$ cat config.mk
export PLATFORM = sky130hd
export DESIGN_NAME = eeprom_page_writer
export DESIGN_NICKNAME = d
export VERILOG_FILES = /design/src/rtl/eeprom_pw_pkg.sv /design/src/rtl/eeprom_pw_ctrl.sv /design/src/rtl/eeprom_pw_data.sv /design/src/rtl/eeprom_page_writer.sv
export SDC_FILE = /design/constraint.sdc
export NUM_CORES = 1
export LEC_CHECK = 0
export BUFFER_PORTS_ARGS = -buffer_cell sky130_fd_sc_hd__buf_4
export CAP_MARGIN = 20
export CORE_MARGIN = 4
export CORE_UTILIZATION = 45
export CTS_CLUSTER_SIZE = 20
export DETAILED_ROUTE_END_ITERATION = 7
export PLACE_DENSITY_LB_ADDON = 0.3
export RECOVER_POWER = 25
export SLEW_MARGIN = 40
export SYNTH_ARGS = -nofsm -noshare
export SYNTH_HDL_FRONTEND = slang
export SYNTH_SLANG_ARGS = --single-unit
$ cat constraint.sdc
create_clock -name clk -period 3.45 [get_ports clk]
set_input_delay 0.345 -clock clk [delete_from_list [all_inputs] [get_ports clk]]
set_output_delay 0.345 -clock clk [all_outputs]
set_load 0.01 [all_outputs]
$ cat src/rtl/eeprom_pw_pkg.sv
package eeprom_pw_pkg;

  // Strobes from the control section to the datapath, one cycle wide unless noted
  typedef struct packed {
    logic sel;      // current bus address falls in the EEPROM window
    logic load;     // accepted write: store byte in its slot
    logic commit;   // accepted write with load-only clear
    logic scanOn;   // level: page scan in progress
    logic progEnd;  // last cycle of the busy period
  } ctrlStrobes_t;

endpackage

$ cat src/rtl/eeprom_pw_ctrl.sv
module eeprom_pw_ctrl
  import eeprom_pw_pkg::*;
#(
  parameter int ADDR_W      = 16,
  parameter int EE_SIZE     = 2048,
  parameter int PAGE_W      = 5,
  parameter int PROG_CYCLES = 64
) (
  input  logic              clk,
  input  logic              rstN,
  input  logic [ADDR_W-1:0] busAddr,
  input  logic              busWr,
  input  logic              ctrlEnable,
  input  logic              ctrlWriteEn,
  input  logic              ctrlInhibitN,
  input  logic              ctrlLoadOnly,
  output ctrlStrobes_t      strobes,
  output logic [PAGE_W-1:0] scanIdx,
  output logic              rdyBusy,
  output logic              writeFail
);

  localparam int CNT_W = $clog2(PROG_CYCLES);
  localparam logic [ADDR_W:0] EE_LIMIT = (ADDR_W+1)'(EE_SIZE);

  logic              ready;
  logic              failQ;
  logic              scanOnQ;
  logic [PAGE_W-1:0] scanIdxQ;
  logic [CNT_W-1:0]  progCnt;

  logic eeSel, wrHit, accept, commit, progEnd;

  always_comb begin
    eeSel   = ctrlEnable && ({1'b0, busAddr} < EE_LIMIT);
    wrHit   = busWr && eeSel;
    accept  = wrHit && ctrlWriteEn && ctrlInhibitN && ready;
    commit  = accept && !ctrlLoadOnly;
    progEnd = !ready && (progCnt == '0);
  end

  always_ff @(posedge clk or negedge rstN) begin
    if (!rstN) begin
      ready    <= 1'b1;
      failQ    <= 1'b0;
      scanOnQ  <= 1'b0;
      scanIdxQ <= '0;
      progCnt  <= '0;
    end else begin
      failQ <= wrHit && !accept;
      if (commit) begin
        ready    <= 1'b0;
        progCnt  <= CNT_W'(PROG_CYCLES - 1);
        scanOnQ  <= 1'b1;
        scanIdxQ <= '0;
      end else begin
        if (!ready) begin
          if (progCnt == '0) ready <= 1'b1;
          else               progCnt <= progCnt - 1'b1;
        end
        if (scanOnQ) begin
          if (&scanIdxQ) scanOnQ <= 1'b0;
          scanIdxQ <= scanIdxQ + 1'b1;
        end
      end
    end
  end

  always_comb begin
    strobes.sel     = eeSel;
    strobes.load    = accept;
    strobes.commit  = commit;
    strobes.scanOn  = scanOnQ;
    strobes.progEnd = progEnd;
  end

  assign scanIdx   = scanIdxQ;
  assign rdyBusy   = ready;
  assign writeFail = failQ;

endmodule

$ cat src/rtl/eeprom_pw_data.sv
module eeprom_pw_data
  import eeprom_pw_pkg::*;
#(
  parameter int ADDR_W = 16,
  parameter int PAGE_W = 5
) (
  input  logic              clk,
  input  logic              rstN,
  input  logic [ADDR_W-1:0] busAddr,
  input  logic [7:0]        busWrData,
  input  logic              busRd,
  input  ctrlStrobes_t      strobes,
  input  logic [PAGE_W-1:0] scanIdx,
  input  logic [7:0]        arrRdData,
  output logic [7:0]        busRdData,
  output logic              arrWe,
  output logic [ADDR_W-1:0] arrAddr,
  output logic [7:0]        arrData
);

  localparam int SLOTS = 1 << PAGE_W;
  localparam int PG_W  = ADDR_W - PAGE_W;

  logic [7:0]       pageBuf [SLOTS];
  logic [SLOTS-1:0] validMask;
  logic [SLOTS-1:0] scanMask;
  logic [SLOTS-1:0] pollMask;
  logic [PG_W-1:0]  pollPage;

  logic [PAGE_W-1:0] slot;
  logic [PG_W-1:0]   page;
  logic [SLOTS-1:0]  slotBit;
  logic              polled;

  always_comb begin
    slot    = busAddr[PAGE_W-1:0];
    page    = busAddr[ADDR_W-1:PAGE_W];
    slotBit = SLOTS'(1) << slot;
  end

  // One byte register per slot, written only by an accepted bus write
  for (genvar g = 0; g < SLOTS; g++) begin : gSlot
    always_ff @(posedge clk) begin
      if (strobes.load && (slot == PAGE_W'(g))) pageBuf[g] <= busWrData;
    end
  end

  always_ff @(posedge clk or negedge rstN) begin
    if (!rstN) begin
      validMask <= '0;
      scanMask  <= '0;
      pollMask  <= '0;
      pollPage  <= '0;
    end else begin
      if (strobes.commit) begin
        validMask <= '0;
        scanMask  <= validMask | slotBit;
        pollMask  <= validMask | slotBit;
        pollPage  <= page;
      end else begin
        if (strobes.load)    validMask <= validMask | slotBit;
        if (strobes.progEnd) pollMask  <= '0;
      end
    end
  end

  always_comb begin
    arrWe   = strobes.scanOn && scanMask[scanIdx];
    arrAddr = {pollPage, scanIdx};
    arrData = pageBuf[scanIdx];
  end

  always_comb begin
    polled = pollMask[slot] && (page == pollPage);
    if (!(busRd && strobes.sel)) busRdData = 8'h00;
    else if (polled)             busRdData = pageBuf[slot] ^ 8'h80;
    else                         busRdData = arrRdData;
  end

endmodule

$ cat src/rtl/eeprom_page_writer.sv
module eeprom_page_writer
  import eeprom_pw_pkg::*;
#(
  parameter int ADDR_W      = 16,
  parameter int EE_SIZE     = 2048,
  parameter int PAGE_W      = 5,
  parameter int PROG_CYCLES = 64
) (
  input  logic              clk,
  input  logic              rstN,
  input  logic [ADDR_W-1:0] busAddr,
  input  logic [7:0]        busWrData,
  input  logic              busRd,
  input  logic              busWr,
  input  logic              ctrlEnable,
  input  logic              ctrlWriteEn,
  input  logic              ctrlInhibitN,
  input  logic              ctrlLoadOnly,
  input  logic [7:0]        arrRdData,
  output logic [7:0]        busRdData,
  output logic              rdyBusy,
  output logic              writeFail,
  output logic              arrWe,
  output logic [ADDR_W-1:0] arrAddr,
  output logic [7:0]        arrData,
  output logic [ADDR_W-1:0] arrRdAddr
);

  ctrlStrobes_t      strobes;
  logic [PAGE_W-1:0] scanIdx;

  eeprom_pw_ctrl #(
    .ADDR_W(ADDR_W), .EE_SIZE(EE_SIZE), .PAGE_W(PAGE_W), .PROG_CYCLES(PROG_CYCLES)
  ) u_ctrl (
    .clk(clk), .rstN(rstN), .busAddr(busAddr), .busWr(busWr),
    .ctrlEnable(ctrlEnable), .ctrlWriteEn(ctrlWriteEn),
    .ctrlInhibitN(ctrlInhibitN), .ctrlLoadOnly(ctrlLoadOnly),
    .strobes(strobes), .scanIdx(scanIdx), .rdyBusy(rdyBusy), .writeFail(writeFail)
  );

  eeprom_pw_data #(
    .ADDR_W(ADDR_W), .PAGE_W(PAGE_W)
  ) u_data (
    .clk(clk), .rstN(rstN), .busAddr(busAddr), .busWrData(busWrData),
    .busRd(busRd), .strobes(strobes), .scanIdx(scanIdx), .arrRdData(arrRdData),
    .busRdData(busRdData), .arrWe(arrWe), .arrAddr(arrAddr), .arrData(arrData)
  );

  assign arrRdAddr = busAddr;

endmodule

# == Word level (Yosys, flattened, before mapping) ==
# Memory sizes are Yosys's and may differ from the RTL's.
# Index checks and enable logic that the tools add are counted.
# totals
register_bits,121
ram_bits,256
in_bits,40
out_inout_bits,51
word_cells,314
n_memories,1
# op_classes
addsub,2
order_cmp,3
n_eq_ne,34
shifts,1
muxes,178
bitwise,2
n_reduce_logical,84
# mem_list
name,depth,word_bits,rd,rd_ports_with_merged_regs,write_ports,line_no,text
u_data.pageBuf,32,8,2,0,1,eeprom_pw_data.sv:24,logic [7:0] pageBuf [SLOTS];
# ops
operator,count
$mux 8,33
$reduce_or 8->1,31
$mux 5,33
$mux 32,4
$mux 1,103
$eq 5x5->1 const B,16
$logic_and 1x1->1,43
$eq 5x4->1 const B,8
$or 32x32->32,1
$shl 1x5->32 const A,1
$eq 5x3->1 const B,4
$mux 6,3
$lt 16x12->1 const B,1
$lt 5x6->1 const B,2
$eq 11x11->1,1
$bmux 1 s5,2
$eq 5x2->1 const B,2
$logic_not 6->1,1
$reduce_bool 2->1,3
$sub 6x1->6 const B,1
$add 5x1->5 const B,1
$eq 5x1->1 const B,1
$logic_not 5->1,1
$reduce_and 5->1,1
other kinds (5),7

# == Depth between registers and ports, before layout ==
# depth
word_depth,41
mapped_depth,10
depth_no_buf,6

# == By module ==
# A second synthesis with hierarchy kept.
# hier_totals
cells_unflattened,1187
hier_area_um2,18094.9
# modules_own_cells
mod,instances,cells_per_inst,area_each_um2,seq_area_each_um2
eeprom_pw_data,1,1095,17207.8,10364.9
eeprom_pw_ctrl,1,76,767.0,351.6
eeprom_page_writer,1,16,120.1,0.0

# == Least setup slack after synthesis ==
# No wires, ideal clock.
# synth_timing
path_kind,reg2out
from,reg u_ctrl.scanIdxQ[0] (netlist: u_ctrl.scanIdx[0])
to,out arrData[0]
arrival_time_ns,2.248
t_required_ns,3.105
path_slack_ns,0.857
path_stages_with_launch,5
path_buffers,1
path_cell_list,dfrtp_1 -> clkbuf_1 -> mux4_2 -> mux4_2 -> mux2_2
# synth_via
elab_chain_len,1
# synth_rtl
element,line_no,text
from (decl),eeprom_pw_ctrl.sv:29,logic [PAGE_W-1:0] scanIdxQ;
from (signal assigned),eeprom_pw_ctrl.sv:63,scanIdxQ <= scanIdxQ + 1'b1;
$mem_v2 32x8,n/a,
to (decl),eeprom_page_writer.sv:25,"output logic [7:0] arrData,"
# No other way between the ends.

# == Final worst setup path ==
# layout_timing
from,reg u_data.pollMask[20]
to,out busRdData[7]
# layout_via
elab_chain_len,5
# layout_rtl
element,line_no,text
from (decl),eeprom_pw_data.sv:27,logic [SLOTS-1:0] pollMask;
from (signal assigned),eeprom_pw_data.sv:58,pollMask <= validMask | slotBit;
$bmux 1 s5,eeprom_pw_data.sv:74,polled = pollMask[slot] && (page == pollPage);
$mux 1 (implied by the code),eeprom_pw_data.sv:74,
$logic_and 1x1->1,eeprom_pw_data.sv:74,
$mux 8,eeprom_pw_data.sv:76,else if (polled) busRdData = pageBuf[slot] ^ 8'h80;
$mux 8,eeprom_pw_data.sv:75,if (!(busRd && strobes.sel)) busRdData = 8'h00;
to (decl),eeprom_page_writer.sv:20,"output logic [7:0] busRdData,"
# No other way between the ends. The select of a mux whose other input is x is not followed.

==> flow_summary.json <==
{
  "rows": 72,
  "dieArea_sq_um": 42400,
  "gp_congestion": 0.837,
  "cpPeakStageDelay_ps": 480,
  "filler_cell_count": 3059,
  "hp-start": "busAddr[5]",
  "port_buffers": 90,
  "synth_cell_type_count": 62,
  "critical-path-top-delay-family": "compound AO/OA/AOI/OAI gates",
  "ys_seq_area_share_pct": 60.8,
  "crit_path_cell_trace": "mux4_2 > mux2i_1 > o2111ai_2 > and3_1 > a211oi_2 > buf_4",
  "synth_top_family_by_area": "multiplexers",
  "seq_area_sq_um": 10700,
  "cts.htree.levels": 2,
  "postRouteWirelength_um": 46100,
  "cp-end-kind": "output pin",
  "area_growth_pct": 15.5,
  "synth_compound_area_share_pct": 7.89,
  "crit_type": "flip-flop to output pin",
  "worst_pin_slew_ps": 1440,
  "synth-adder-area-share_pct": 0.284,
  "arrival_ps": 2970,
  "r2r_end": "u_data.pageBuf[26][0]$_DFFE_PP_",
  "drc_errors": 0,
  "grt_pass1_wl_um": 69900,
  "synth_edf_count": 256,
  "clk_latency_ps": 530,
  "synth_xor_xnor_area_share_pct": 0.944,
  "yosysWarnings": 0,
  "cp.required_ps": 3110,
  "power_density_nw_per_um2": 562,
  "fp.dieW_um": 206,
  "avgSynthCellArea_sq_um": 16.4,
  "drtIter0Drc": 1085,
  "cts-root-buf": "clkbuf_16",
  "clock_skew_ps": 15.7,
  "grt_usage_pct": 22.0,
  "synth_nets": 1116,
  "outcome": "complete, no violations",
  "cts_tree": "done",
  "synthTopCellsByArea": "edfxtp_1 (44%), mux4_2 (19%), dfrtp_1 (17%)",
  "grt_overflow_total": 0,
  "synth_cells": 1072,
  "final.setup.tns_ps": 0,
  "drive_gt1_share_pct": 32.5,
  "rr_startpoint": "u_ctrl.rdyBusy$_DFF_PN1_",
  "coreArea_sq_um": 38600,
  "start_util_pct": 45.6,
  "synthArstFlopShare_pct": 32.1,
  "pin_count": 91,
  "slowest_stage": "and3_1",
  "max_freq_mhz": 301,
  "synthMuxAreaShare_pct": 21.5,
  "cts_buffer_depth": 3,
  "max_slew_margin_pct": 3.69,
  "fin_nets": 1228,
  "dp_hpwl_um": 30700,
  "drv_cap": 0,
  "crit_fanout": 8,
  "critPathLaunchType": "flip-flop",
  "cts.reportedPaths.clkPinSlew_ps": 60,
  "syn-cell-area_sq_um": 17600,
  "ff2ff_setup_slack_ps": 960,
  "worstHoldEndpoint": "u_data.pollPage[0]$_DFFE_PN0P_",
  "num_vias": 10600,
  "timing.critical_path.buf_inv": 1,
  "synth_top_area_cell": "edfxtp_1",
  "die_y_um": 206,
  "cts_sinks": 377,
  "drtPass1Iterations": 7,
  "antenna_left": 0,
  "power.leakage_nw": 7.58,
  "drt-vias-per-instance": 6.15,
  "synth_top_area_share_pct": 43.6,
  "ys_seq_elements": 377,
  "cts_made_buffers": 39,
  "r2r_cells": 5,
  "finalSetupViolCount": 0,
  "min_delay_path_depth": 3,
  "post_cts_resize_count": 0,
  "rsz0062_at_grt": "false",
  "hold_path_class": "primary input to flip-flop",
  "startpoint": "u_data.pollMask[20]$_DFFE_PN0P_",
  "grt_max_degree": 75,
  "irDropWorstVdd_uv": 328,
  "yosys.area_share.simple_pct": 5.22,
  "finalHoldViolCount": 0,
  "antennaDiodeCount": 0,
  "utilization_pct": 52.7,
  "finalCritPeriodShare_pct": 96.2,
  "first_global_vias": 11000,
  "antenna_found_initial": 0,
  "synth_flop_cell": "edfxtp_1",
  "multi_input_area_sq_um": 6330,
  "wl_per_cell_um": 26.6,
  "timing.final.crit_period_ps": 3320,
  "drv_slew": 0
}
## worst reg2reg max path: stages, from the launching register on
cell and delay [ps]:
dfstp_2 580, and3_1 190, nand4_1 350, or2_2 560
nor3_1 310, buf_4 210
## power breakdown
group | switching [mW] | leakage [nW] | internal [mW]
combinational | 1.13 | 3.03 | 1.26
clock | 1.67 | 0.596 | 2.41
sequential | 0.0745 | 3.95 | 4.89
## worst max path at each step
stage	to	slack (ps)	cells past startpoint
after detailed placement	busRdData[7]	430	7
final	busRdData[7]	130	6
after CTS	busRdData[7]	110	6
after floorplan	arrData[0]	860	4
after global routing	busRdData[7]	90	6
after global placement	busRdData[3]	470	9
## layer usage
layer	wire, um	GRT usage (%)	up-vias
li1	-	-	4533
met1	18800	30.4	5616
met2	22900	36.6	415
met3	3160	4.06	73
met4	1220	5.87	0
met5	0	0	-
## layout make-up
cell class / instances / share of cell area, %
Timing Repair Buffer: 171 / 6.94
Sequential cell: 377 / 52.6
Clock inverter: 9 / 0.442
Inverter: 8 / 0.147
Clock buffer: 60 / 5.58
Tap cell: 518 / 3.18
Multi-Input combinational cell: 587 / 31.1
## what timing repair did
action,CTS,global route
hold buffers,1,0
endpoints found under the setup margin,4,0
setup buffers,6,0
hold endpoints to repair,47,0
## through the flow
| step | power [mW] | hold WS, ps | cells | setup slack, ps | cell area [sq um] |
|---|---|---|---|---|---|
| floorplan | 6.57 | 49.4 | 1072 | 857 | 17600 |
| global placement | 7.35 | 408 | 1653 | 472 | 19100 |
| detailed placement | 7.36 | 421 | 1654 | 430 | 19100 |
| CTS | 11.5 | 14.5 | 1730 | 109 | 20400 |
| global route | 11.8 | 31.2 | 1730 | 93.4 | 20400 |
| finish | 11.4 | 27.7 | 1730 | 130 | 20400 |
## kinds of logic (layout without fill, tap and decap cells)
logic type	count (synthesis)	in the layout
flops	377	377
compound gates	192	192
simple gates	191	191
mux	181	181
buf+inv	108	248
xor+xnor	19	19
fa+ha+maj	4	4
## registers in the layout, indices dropped and copies added (netlist names)
register and flops:
u_data.pageBuf 256, u_data.pollMask 32, u_data.scanMask 32, u_data.validMask 32
u_data.pollPage 11, u_ctrl.progCnt 6, u_ctrl.scanIdx 5, u_ctrl.rdyBusy 1
u_ctrl.scanOnQ 1, u_ctrl.writeFail 1
## synth_stat cells (2+ instances only)
master     number
xnor2_1        15
o211ai_1        2
dfrtp_1       120
a31oi_1        26
a211oi_1       11
buf_12          3
o21a_1         32
mux2_2         13
a32o_1          3
o22a_1          3
mux4_1          7
a2111oi_0       3
o221ai_1        4
nand4_1         5
nor3_1         34
nor4_1          5
nand2_1        52
nand2b_1        6
a22oi_1         3
buf_4          26
or2_2           5
o21ai_0        18
nor2_1         48
mux4_2        146
buf_6           5
nand3_1         5
and2_1          7
mux2i_1        12
mux2_4          3
nor2b_1        12
ha_1            4
o31ai_1         3
and3_1          6
buf_1           9
a21oi_1        17
clkbuf_1       47
buf_2          10
inv_1           7
o22ai_1         7
a21o_1         34
edfxtp_1      256
xor2_1          4
o2bb2ai_1      15
## cells in the final DEF (no fill, tap or decap), types with 17 or more instances in the layout
cell       instances
nor2_1            48
dfrtp_1          117
clkbuf_16         41
buf_4            150
o21ai_0           18
nand2_1           52
a31oi_1           26
o21a_1            32
mux4_2           146
nor3_1            33
clkbuf_1          22
edfxtp_1         256
a21o_1            34
a21oi_1           17
Power figures use the tool's default switching activity.
